$ cat src/rtl/pwm_edge_pkg.sv
package pwm_edge_pkg;

    localparam int unsigned CNT_W = 16;
    localparam int unsigned SUM_W = CNT_W + 1;

    typedef logic [CNT_W-1:0] tick_t;

    typedef struct packed {
        tick_t phase;
        tick_t duty;
        logic  act_low;
    } chan_cfg_t;

    typedef enum logic [1:0] {
        WIN_NONE  = 2'd0,
        WIN_FULL  = 2'd1,
        WIN_PLAIN = 2'd2,
        WIN_WRAP  = 2'd3
    } win_kind_e;

    localparam chan_cfg_t CFG_RESET = '{phase: '0, duty: '0, act_low: 1'b0};

    function automatic logic [SUM_W-1:0] widen(input tick_t v);
        return {1'b0, v};
    endfunction

    function automatic win_kind_e classify(input chan_cfg_t c, input tick_t per);
        logic [SUM_W-1:0] s;
        s = widen(c.phase) + widen(c.duty);
        if (c.duty == '0)            return WIN_NONE;
        else if (c.duty >= per)      return WIN_FULL;
        else if (c.phase >= per)     return WIN_NONE;
        else if (s < widen(per))     return WIN_PLAIN;
        else                         return WIN_WRAP;
    endfunction

endpackage

$ cat src/rtl/pwm_shadow_bank.sv
module pwm_shadow_bank
    import pwm_edge_pkg::*;
(
    input  logic      clk,
    input  logic      rst,
    input  logic      bnd_i,
    input  logic      phase_we,
    input  tick_t     phase_wdata,
    input  logic      duty_we,
    input  tick_t     duty_wdata,
    input  logic      pol_we,
    input  logic      pol_wdata,
    output chan_cfg_t eff_cfg_o
);

    chan_cfg_t shadow_q;
    chan_cfg_t active_q;

    always_ff @(posedge clk) begin
        if (rst) begin
            shadow_q <= CFG_RESET;
        end else begin
            if (phase_we) shadow_q.phase   <= phase_wdata;
            if (duty_we)  shadow_q.duty    <= duty_wdata;
            if (pol_we)   shadow_q.act_low <= pol_wdata;
        end
    end

    always_ff @(posedge clk) begin
        if (rst)        active_q <= CFG_RESET;
        else if (bnd_i) active_q <= shadow_q;
    end

    // Settings that govern this cycle: a strobe hands over the shadow bank at once.
    always_comb begin
        eff_cfg_o = bnd_i ? shadow_q : active_q;
    end


    active_hold_chk: assert property (@(posedge clk) disable iff (rst)
        !bnd_i |=> $stable(active_q));


    bnd_copy_chk: assert property (@(posedge clk) disable iff (rst)
        bnd_i |=> (active_q == $past(shadow_q)));


    phase_write_chk: assert property (@(posedge clk) disable iff (rst)
        phase_we |=> (shadow_q.phase == $past(phase_wdata)));


    duty_keep_chk: assert property (@(posedge clk) disable iff (rst)
        !duty_we |=> (shadow_q.duty == $past(shadow_q.duty)));

endmodule

$ cat src/rtl/pwm_window_cmp.sv
module pwm_window_cmp
    import pwm_edge_pkg::*;
(
    input  tick_t     cnt_i,
    input  tick_t     period_i,
    input  chan_cfg_t cfg_i,
    output logic      level_o
);

    win_kind_e        kind;
    logic [SUM_W-1:0] trail;
    logic [SUM_W-1:0] tail;
    logic             after_lead;

    always_comb begin
        kind       = classify(cfg_i, period_i);
        trail      = widen(cfg_i.phase) + widen(cfg_i.duty);
        tail       = trail - widen(period_i);
        after_lead = (cnt_i >= cfg_i.phase);
        unique case (kind)
            WIN_NONE:  level_o = 1'b0;
            WIN_FULL:  level_o = 1'b1;
            WIN_PLAIN: level_o = after_lead && (widen(cnt_i) < trail);
            WIN_WRAP:  level_o = after_lead || (widen(cnt_i) < tail);
            default:   level_o = 1'b0;
        endcase
    end

endmodule

$ cat src/rtl/pwm_out_stage.sv
module pwm_out_stage (
    input  logic clk,
    input  logic rst,
    input  logic level_i,
    input  logic act_low_i,
    output logic pwm_o
);

    logic pwm_q;

    always_ff @(posedge clk) begin
        if (rst) pwm_q <= 1'b0;
        else     pwm_q <= level_i ^ act_low_i;
    end

    assign pwm_o = pwm_q;


    polarity_chk: assert property (@(posedge clk) disable iff (rst)
        (level_i && !act_low_i) |=> pwm_o);

endmodule

$ cat src/rtl/pwm_edge_chan.sv
module pwm_edge_chan
    import pwm_edge_pkg::*;
(
    input  logic             clk,
    input  logic             rst,
    input  logic [CNT_W-1:0] cnt_i,
    input  logic [CNT_W-1:0] period_i,
    input  logic             bnd_i,
    input  logic             phase_we,
    input  logic [CNT_W-1:0] phase_wdata,
    input  logic             duty_we,
    input  logic [CNT_W-1:0] duty_wdata,
    input  logic             pol_we,
    input  logic             pol_wdata,
    output logic             pwm_o
);

    chan_cfg_t eff_cfg;
    logic      level;

    pwm_shadow_bank u_bank (
        .clk         (clk),
        .rst         (rst),
        .bnd_i       (bnd_i),
        .phase_we    (phase_we),
        .phase_wdata (phase_wdata),
        .duty_we     (duty_we),
        .duty_wdata  (duty_wdata),
        .pol_we      (pol_we),
        .pol_wdata   (pol_wdata),
        .eff_cfg_o   (eff_cfg)
    );

    pwm_window_cmp u_cmp (
        .cnt_i    (cnt_i),
        .period_i (period_i),
        .cfg_i    (eff_cfg),
        .level_o  (level)
    );

    pwm_out_stage u_out (
        .clk       (clk),
        .rst       (rst),
        .level_i   (level),
        .act_low_i (eff_cfg.act_low),
        .pwm_o     (pwm_o)
    );


    duty_zero_chk: assert property (@(posedge clk) disable iff (rst)
        (eff_cfg.duty == '0) |=> (pwm_o == $past(eff_cfg.act_low)));


    duty_full_chk: assert property (@(posedge clk) disable iff (rst)
        (eff_cfg.duty >= period_i) |=> (pwm_o == !$past(eff_cfg.act_low)));


    lead_edge_chk: assert property (@(posedge clk) disable iff (rst)
        (eff_cfg.duty != '0 && eff_cfg.phase < period_i && cnt_i == eff_cfg.phase)
        |=> (pwm_o != $past(eff_cfg.act_low)));


    phase_out_chk: assert property (@(posedge clk) disable iff (rst)
        (eff_cfg.duty != '0 && eff_cfg.duty < period_i && eff_cfg.phase >= period_i)
        |=> (pwm_o == $past(eff_cfg.act_low)));

endmodule

$ cat config.mk
export PLATFORM = sky130hd
export DESIGN_NAME = pwm_edge_chan
export DESIGN_NICKNAME = d
export VERILOG_FILES = /design/src/rtl/pwm_edge_pkg.sv /design/src/rtl/pwm_shadow_bank.sv /design/src/rtl/pwm_window_cmp.sv /design/src/rtl/pwm_out_stage.sv /design/src/rtl/pwm_edge_chan.sv
export SDC_FILE = /design/constraint.sdc
export NUM_CORES = 1
export LEC_CHECK = 0
export ABC_AREA = 1
export CAP_MARGIN = 20
export CORE_MARGIN = 2
export CORE_UTILIZATION = 30
export CTS_BUF_LIST = sky130_fd_sc_hd__clkbuf_4 sky130_fd_sc_hd__clkbuf_8 sky130_fd_sc_hd__clkbuf_16
export DETAILED_ROUTE_END_ITERATION = 7
export DONT_BUFFER_PORTS = 1
export GPL_TIMING_DRIVEN = 0
export SETUP_SLACK_MARGIN = 0.1
export SLEW_MARGIN = 20
export SYNTH_ARGS = -nofsm -noshare
export SYNTH_HDL_FRONTEND = slang
export SYNTH_SLANG_ARGS = --single-unit
$ cat constraint.sdc
create_clock -name clk -period 5.22 [get_ports clk]
set_input_delay 0.261 -clock clk [delete_from_list [all_inputs] [get_ports clk]]
set_output_delay 0.261 -clock clk [all_outputs]
set_load 0.05 [all_outputs]
==> impl_metrics.toml, run 1 <==
[timing]
setup_viol = 0
whs_ns = 0.0822
max_freq_ghz = 0.213
hold_violations = 0
tightest_slew_ns = 0.650
min_period_ns = 4.71
slew_headroom_pct = 56.2
post-route-period-util_pct = 90.1
slew_violations = 0
rsz0062_at_grt = "no"
clock_skew_ns = 0.00559
setup_slack_ns = 0.514

[floorplanning]
fp.dieW_um = 145
start_util_pct = 30.7
floorplan.rows = 51
core_area_um2 = 19500
design.portCount = 72
die_h_um = 145
die_area_um2 = 21000

[routing]
drcViolationCount = 0
vias = 5234
detail-route-antenna-nets = 0
drt_wl_total_um = 15000
wl_per_cell_um = 13.0
viasPerCell = 4.55
drtPass1Iterations = 4
drtIter0Drc = 295

[clock_network]
root_buffer = "clkbuf_16"
clk_latency_ns = 0.33
postCtsSetupRepairBufs = 0
clockBufferDepth = 2
clk_pin_slew_ns = 0.05
cts_resized = 0
hold_buffers = 0
cts_sinks = 67
htreeDepth = 3
tritoncts = "done"
numCtsBuffers = 9

[setup_path]
path_delay_family = "compound AO/OA/AOI/OAI gates"
critPathArrivalTime_ns = 4.92
rr_startpoint = "u_bank.shadow_q[3]$_SDFFE_PP0P_"
cp.required_ns = 5.43
criticalPathCategory = "primary input to flop"
endpoint_kind = "flop"
crit_top_cell = "nand2_1"
crit_fanout = 10
critical_path_buf_inv_count = 6
cp-start-kind = "primary input"
slowest_delay_ns = 0.41
reg2reg_to = "u_out.pwm_o$_SDFF_PP0_"
reg2reg_slack_ns = 0.59
r2r_cells = 32
cp_slowest_cell = "o21ai_1"

[yosys]
synthFlopType = "dfxtp_1"
yosysUniqueCellTypes = 40
synthArstFlopShare_pct = 0
synth_edf_count = 0
yosys_warnings = 0
synth_top_cells_by_count = "nand2_1 (161), inv_1 (151), ha_1 (110), a21oi_1 (89), nor2_1 (73)"
synth_cells = 870
seq_area_frac_synth_pct = 22.5
syn_area_um2 = 5970
synth_top_area_cell = "ha_1"
synth.most_common_cell = "nand2_1"
ys_top_cells_by_area = "ha_1 (23%), dfxtp_1 (22%), nand2_1 (10%), inv_1 (9.5%), a21oi_1 (7.5%)"
ys_ff_latch = 67
avgSynthCellArea_um2 = 6.86
yosysTopAreaCellShare_pct = 23.1
synthesis.nets = 1053

[global_routing]
grt_pass1_wl_um = 24700
overflow = 0
grt_antenna_before_repair = 0
grt_usage_pct = 14.6
grt_pass1_vias = 4971
grt_max_degree = 12

[finish]
fill_cells = 2122
area_delta_synth_final_pct = 11.2
drive_above_1_share_pct = 6.43
diodes = 0
nNetsFinal = 1064

[placement]
dp_hpwl_um = 13100
dp_slack_ns = -0.178
gp_congestion = 0.911
portBuffers = 0

[pwr]
irDropWorstVdd_mv = 0.189
cellPowerDensity_nw_per_um2 = 340
p_leak_nw = 3.54

[hold_path]
min_path_type = "primary input to flop"
holdPathEnd = "u_bank.shadow_q[0]$_SDFFE_PP0P_"
hold_start = "pol_wdata"
holdPathStages = 2

[outcome]
status = "completed"

[flow_run]
cap_violations = 0
## worst reg2reg max path, delay by kind of cell (launching register included)
family          cells  cell delay, ns
xor+xnor            2            0.32
simple gates       16            1.36
buf+inv             4            0.30
flops               1            0.29
compound gates      7            1.30
fa+ha+maj           3            0.96
## power breakdown
group / internal [W] / switching [W]
logic: 0.000430 / 0.000662
registers: 0.000548 / 0.0000163
clock network: 0.000392 / 0.000204
## how the worst max path moves through the flow
stage                      from                      to  slack (ns)  cells after the start
final                     bnd_i  u_out.pwm_o$_SDFF_PP0_        0.51                     33
after global placement    bnd_i  u_out.pwm_o$_SDFF_PP0_       -0.14                     33
after floorplan           bnd_i  u_out.pwm_o$_SDFF_PP0_        0.81                     34
after detailed placement  bnd_i  u_out.pwm_o$_SDFF_PP0_       -0.18                     33
after CTS                 bnd_i  u_out.pwm_o$_SDFF_PP0_        0.15                     33
after global routing      bnd_i  u_out.pwm_o$_SDFF_PP0_        0.12                     33
## flip-flops by register name, indices dropped and copies added (netlist names)
signal	count
u_bank.active_q	33
u_bank.shadow_q	33
u_out.pwm_o	1
## placed cells by master (no fill, tap or decap), types with 2 or more instances in the layout
| master | n |
|---|---|
| a21oi_1 | 89 |
| clkinvlp_4 | 2 |
| clkbuf_2 | 2 |
| nand2_1 | 161 |
| o21ai_2 | 10 |
| fa_1 | 2 |
| nand2_2 | 7 |
| clkbuf_1 | 12 |
| o21bai_1 | 2 |
| xor2_1 | 18 |
| nor3_1 | 9 |
| o21ai_0 | 52 |
| nand4_1 | 9 |
| clkbuf_4 | 2 |
| a21o_1 | 6 |
| o21ai_1 | 20 |
| ha_1 | 110 |
| nand3_1 | 24 |
| nand3_2 | 2 |
| inv_2 | 8 |
| o21a_1 | 3 |
| nor2_1 | 73 |
| inv_1 | 151 |
| xnor2_1 | 11 |
| clkbuf_16 | 9 |
| o211ai_1 | 2 |
| buf_2 | 2 |
| buf_4 | 2 |
| dfxtp_1 | 67 |
## per-stage QoR
step | total power, W | utilization, % | setup TNS (ns) | cell area [um2] | std cells
after floorplan | 0.00144 | - | 0 | 5970 | 870
after global placement | 0.00165 | 32.4 | -0.140 | 6300 | 1135
after detailed placement | 0.00166 | 32.4 | -0.178 | 6300 | 1135
after CTS | 0.00227 | 33.9 | 0 | 6600 | 1151
after global routing | 0.00249 | 34.1 | 0 | 6640 | 1151
final | 0.00225 | 34.1 | 0 | 6640 | 1151
## routing by layer
layer	share of wire (%)	track usage (%)	vias to the layer above
met2	41	22.0	93
li1	-	-	2838
met3	5.4	2.80	17
met4	1.5	3.91	0
met1	52	21.0	2286
met5	0	0	-
## cell families (layout without fill, tap and decap cells)
logic type,count (synthesis),count (layout),synth area share [%]
AND/OR/NAND/NOR,288,288,19.9
AO/OA/AOI/OAI,192,192,17.5
buffers and inverters,181,197,11.9
adder cells (fa/ha/maj),112,112,23.7
flip-flops,67,67,22.5
XOR/XNOR,30,30,4.53
## area by class of cell
cell class,instances,area (um2),area share (%)
multi-input combinational,622,3950,59.5
sequential,67,1340,20.2
inverter,160,601,9.05
tap,265,332,5.00
clock buffer,12,254,3.83
buffer,21,110,1.66
clock inverter,4,50.0,0.754
Note: power is estimated with default switching activity, not from simulation.
==> run 2: changes to the inputs <==
--- a/config.mk
+++ b/config.mk
@@ -7,12 +7,15 @@
 export LEC_CHECK = 0
 export ABC_AREA = 1
 export CAP_MARGIN = 20
+export CELL_PAD_IN_SITES_DETAIL_PLACEMENT = 0
+export CELL_PAD_IN_SITES_GLOBAL_PLACEMENT = 1
 export CORE_MARGIN = 2
 export CORE_UTILIZATION = 30
 export CTS_BUF_LIST = sky130_fd_sc_hd__clkbuf_4 sky130_fd_sc_hd__clkbuf_8 sky130_fd_sc_hd__clkbuf_16
 export DETAILED_ROUTE_END_ITERATION = 7
 export DONT_BUFFER_PORTS = 1
 export GPL_TIMING_DRIVEN = 0
+export PLACE_DENSITY_LB_ADDON = 0.2
 export SETUP_SLACK_MARGIN = 0.1
 export SLEW_MARGIN = 20
 export SYNTH_ARGS = -nofsm -noshare
==> impl_metrics.toml, run 2 (synthesized netlist as in run 1, its figures left out) <==
[outcome]
status = "completed"

[setup_path]
crit_top_cell = "nand2_1"
criticalPathCategory = "primary input to flop"
cp.required_ns = 5.44
cp_slowest_cell = "fa_1"
slowest_delay_ns = 0.40
critPathArrivalTime_ns = 4.96
endpoint_kind = "flop"
crit_fanout = 10
cp-start-kind = "primary input"

[clock_network]
htreeDepth = 3
tritoncts = "done"
numCtsBuffers = 9
clk_latency_ns = 0.32
clk_pin_slew_ns = 0.05
clockBufferDepth = 2
root_buffer = "clkbuf_16"
cts_sinks = 67

[timing]
setup_slack_ns = 0.474
post-route-period-util_pct = 90.9
setup_viol = 0
clock_skew_ns = 0.00387
min_period_ns = 4.75
hold_violations = 0
max_freq_ghz = 0.211
tightest_slew_ns = 0.749
slew_headroom_pct = 49.5
rsz0062_at_grt = "no"
slew_violations = 0
setup-tns-final_ns = 0

[routing]
wl_per_cell_um = 13.8
drcViolationCount = 0
drtPass1Iterations = 4
drt_wl_total_um = 15900
vias = 5172
viasPerCell = 4.49
drtIter0Drc = 213
detail-route-antenna-nets = 0

[floorplanning]
core_area_um2 = 19500
die_area_um2 = 21000
floorplan.rows = 51
die_h_um = 145
design.portCount = 72
start_util_pct = 30.7
fp.dieW_um = 145

[finish]
utilization_pct = 34.1
final_common_cell = "nand2_1"
final_cell_count_no_fill = 1151
fill_cells = 2185
area_delta_synth_final_pct = 11.2
drive_above_1_share_pct = 6.43
layout_common_cells = "nand2_1 (161), inv_1 (151), ha_1 (110)"
diodes = 0
nNetsFinal = 1065

[pwr]
p_int_w = 0.00134
p_clk_share_pct = 25.0
p_leak_nw = 3.55
swShare_pct = 39.9
cellPowerDensity_nw_per_um2 = 337
comb_power_share_pct = 49.7
p_seq_share_pct = 25.3
power_switching_w = 0.000893
irDropWorstVdd_mv = 0.130

[global_routing]
grt_pass1_vias = 5068
grt_pass1_wl_um = 26000
grt_usage_pct = 15.5
grt_max_degree = 11
overflow = 0
grt_antenna_before_repair = 0

[placement]
gp_congestion = 0.824
numPlacedInstances = 1135
dp_hpwl_um = 14000
portBuffers = 0
dp_slack_ns = -0.394

[hold_path]
min_path_type = "primary input to flop"

[flow_run]
cap_violations = 0
## run 2: final cells by class
class                      instances  area, um2  share of cell area [%]
tap                              265        332                    5.00
clock buffer                      13        274                    4.13
buffer                            21        113                    1.70
inverter                         160        601                    9.05
multi-input combinational        622       3960                    59.6
clock inverter                     2       10.0                   0.151
sequential                        67       1340                    20.2
timing repair buffer               1       7.51                   0.113
## run 2: through the flow
stage	total power, W	hold WS [ns]	instance area, um2
floorplan	0.00144	0.400	5970
global placement	0.00169	0.415	6300
detailed placement	0.00169	0.435	6300
CTS	0.00227	0.0742	6580
global route	0.00247	0.0895	6630
finish	0.00224	0.0886	6630
## run 2: what timing repair did
item	in CTS	in global routing
buffers inserted	0	1
pin swaps	0	1
endpoints found under the setup margin	1	1
gates resized for setup	2	20
hold buffers	0	0
## run 2: routing by layer
metal	GRT usage [%]	vias up	wire, um
li1	-	2847	-
met1	21.8	2223	8060
met4	3.86	0	197
met2	24.6	89	6830
met3	2.67	13	818
met5	0	-	0
## run 2: final timing paths
check	from	end	slack, ns	cells past startpoint
setup / recovery	bnd_i	u_out.pwm_o$_SDFF_PP0_	0.47	33
hold / removal	pol_wdata	u_bank.shadow_q[0]$_SDFFE_PP0P_	0.09	2
setup reg to reg	u_bank.shadow_q[3]$_SDFFE_PP0P_	u_out.pwm_o$_SDFF_PP0_	0.56	32
hold reg to reg	u_bank.shadow_q[12]$_SDFFE_PP0P_	u_bank.shadow_q[12]$_SDFFE_PP0P_	0.46	2
## run 2: power by group through the flow
| stage | sequential [W] | combinational [W] | clock [W] |
|---|---|---|---|
| floorplan | 0.000573 | 0.000869 | 0 |
| global placement | 0.000574 | 0.00112 | 0 |
| detailed placement | 0.000574 | 0.00112 | 0 |
| CTS | 0.000564 | 0.00113 | 0.000577 |
| global route | 0.000568 | 0.00131 | 0.000594 |
| finish | 0.000565 | 0.00111 | 0.000559 |
## run 2: critical path, delay by kind of cell
| kind | cells | cell delay, ns |
|---|---|---|
| AO/OA/AOI/OAI | 3 | 0.72 |
| XOR/XNOR | 2 | 0.37 |
| adder cells (fa/ha/maj) | 4 | 1.26 |
| buffers and inverters | 7 | 0.78 |
| AND/OR/NAND/NOR | 17 | 1.56 |
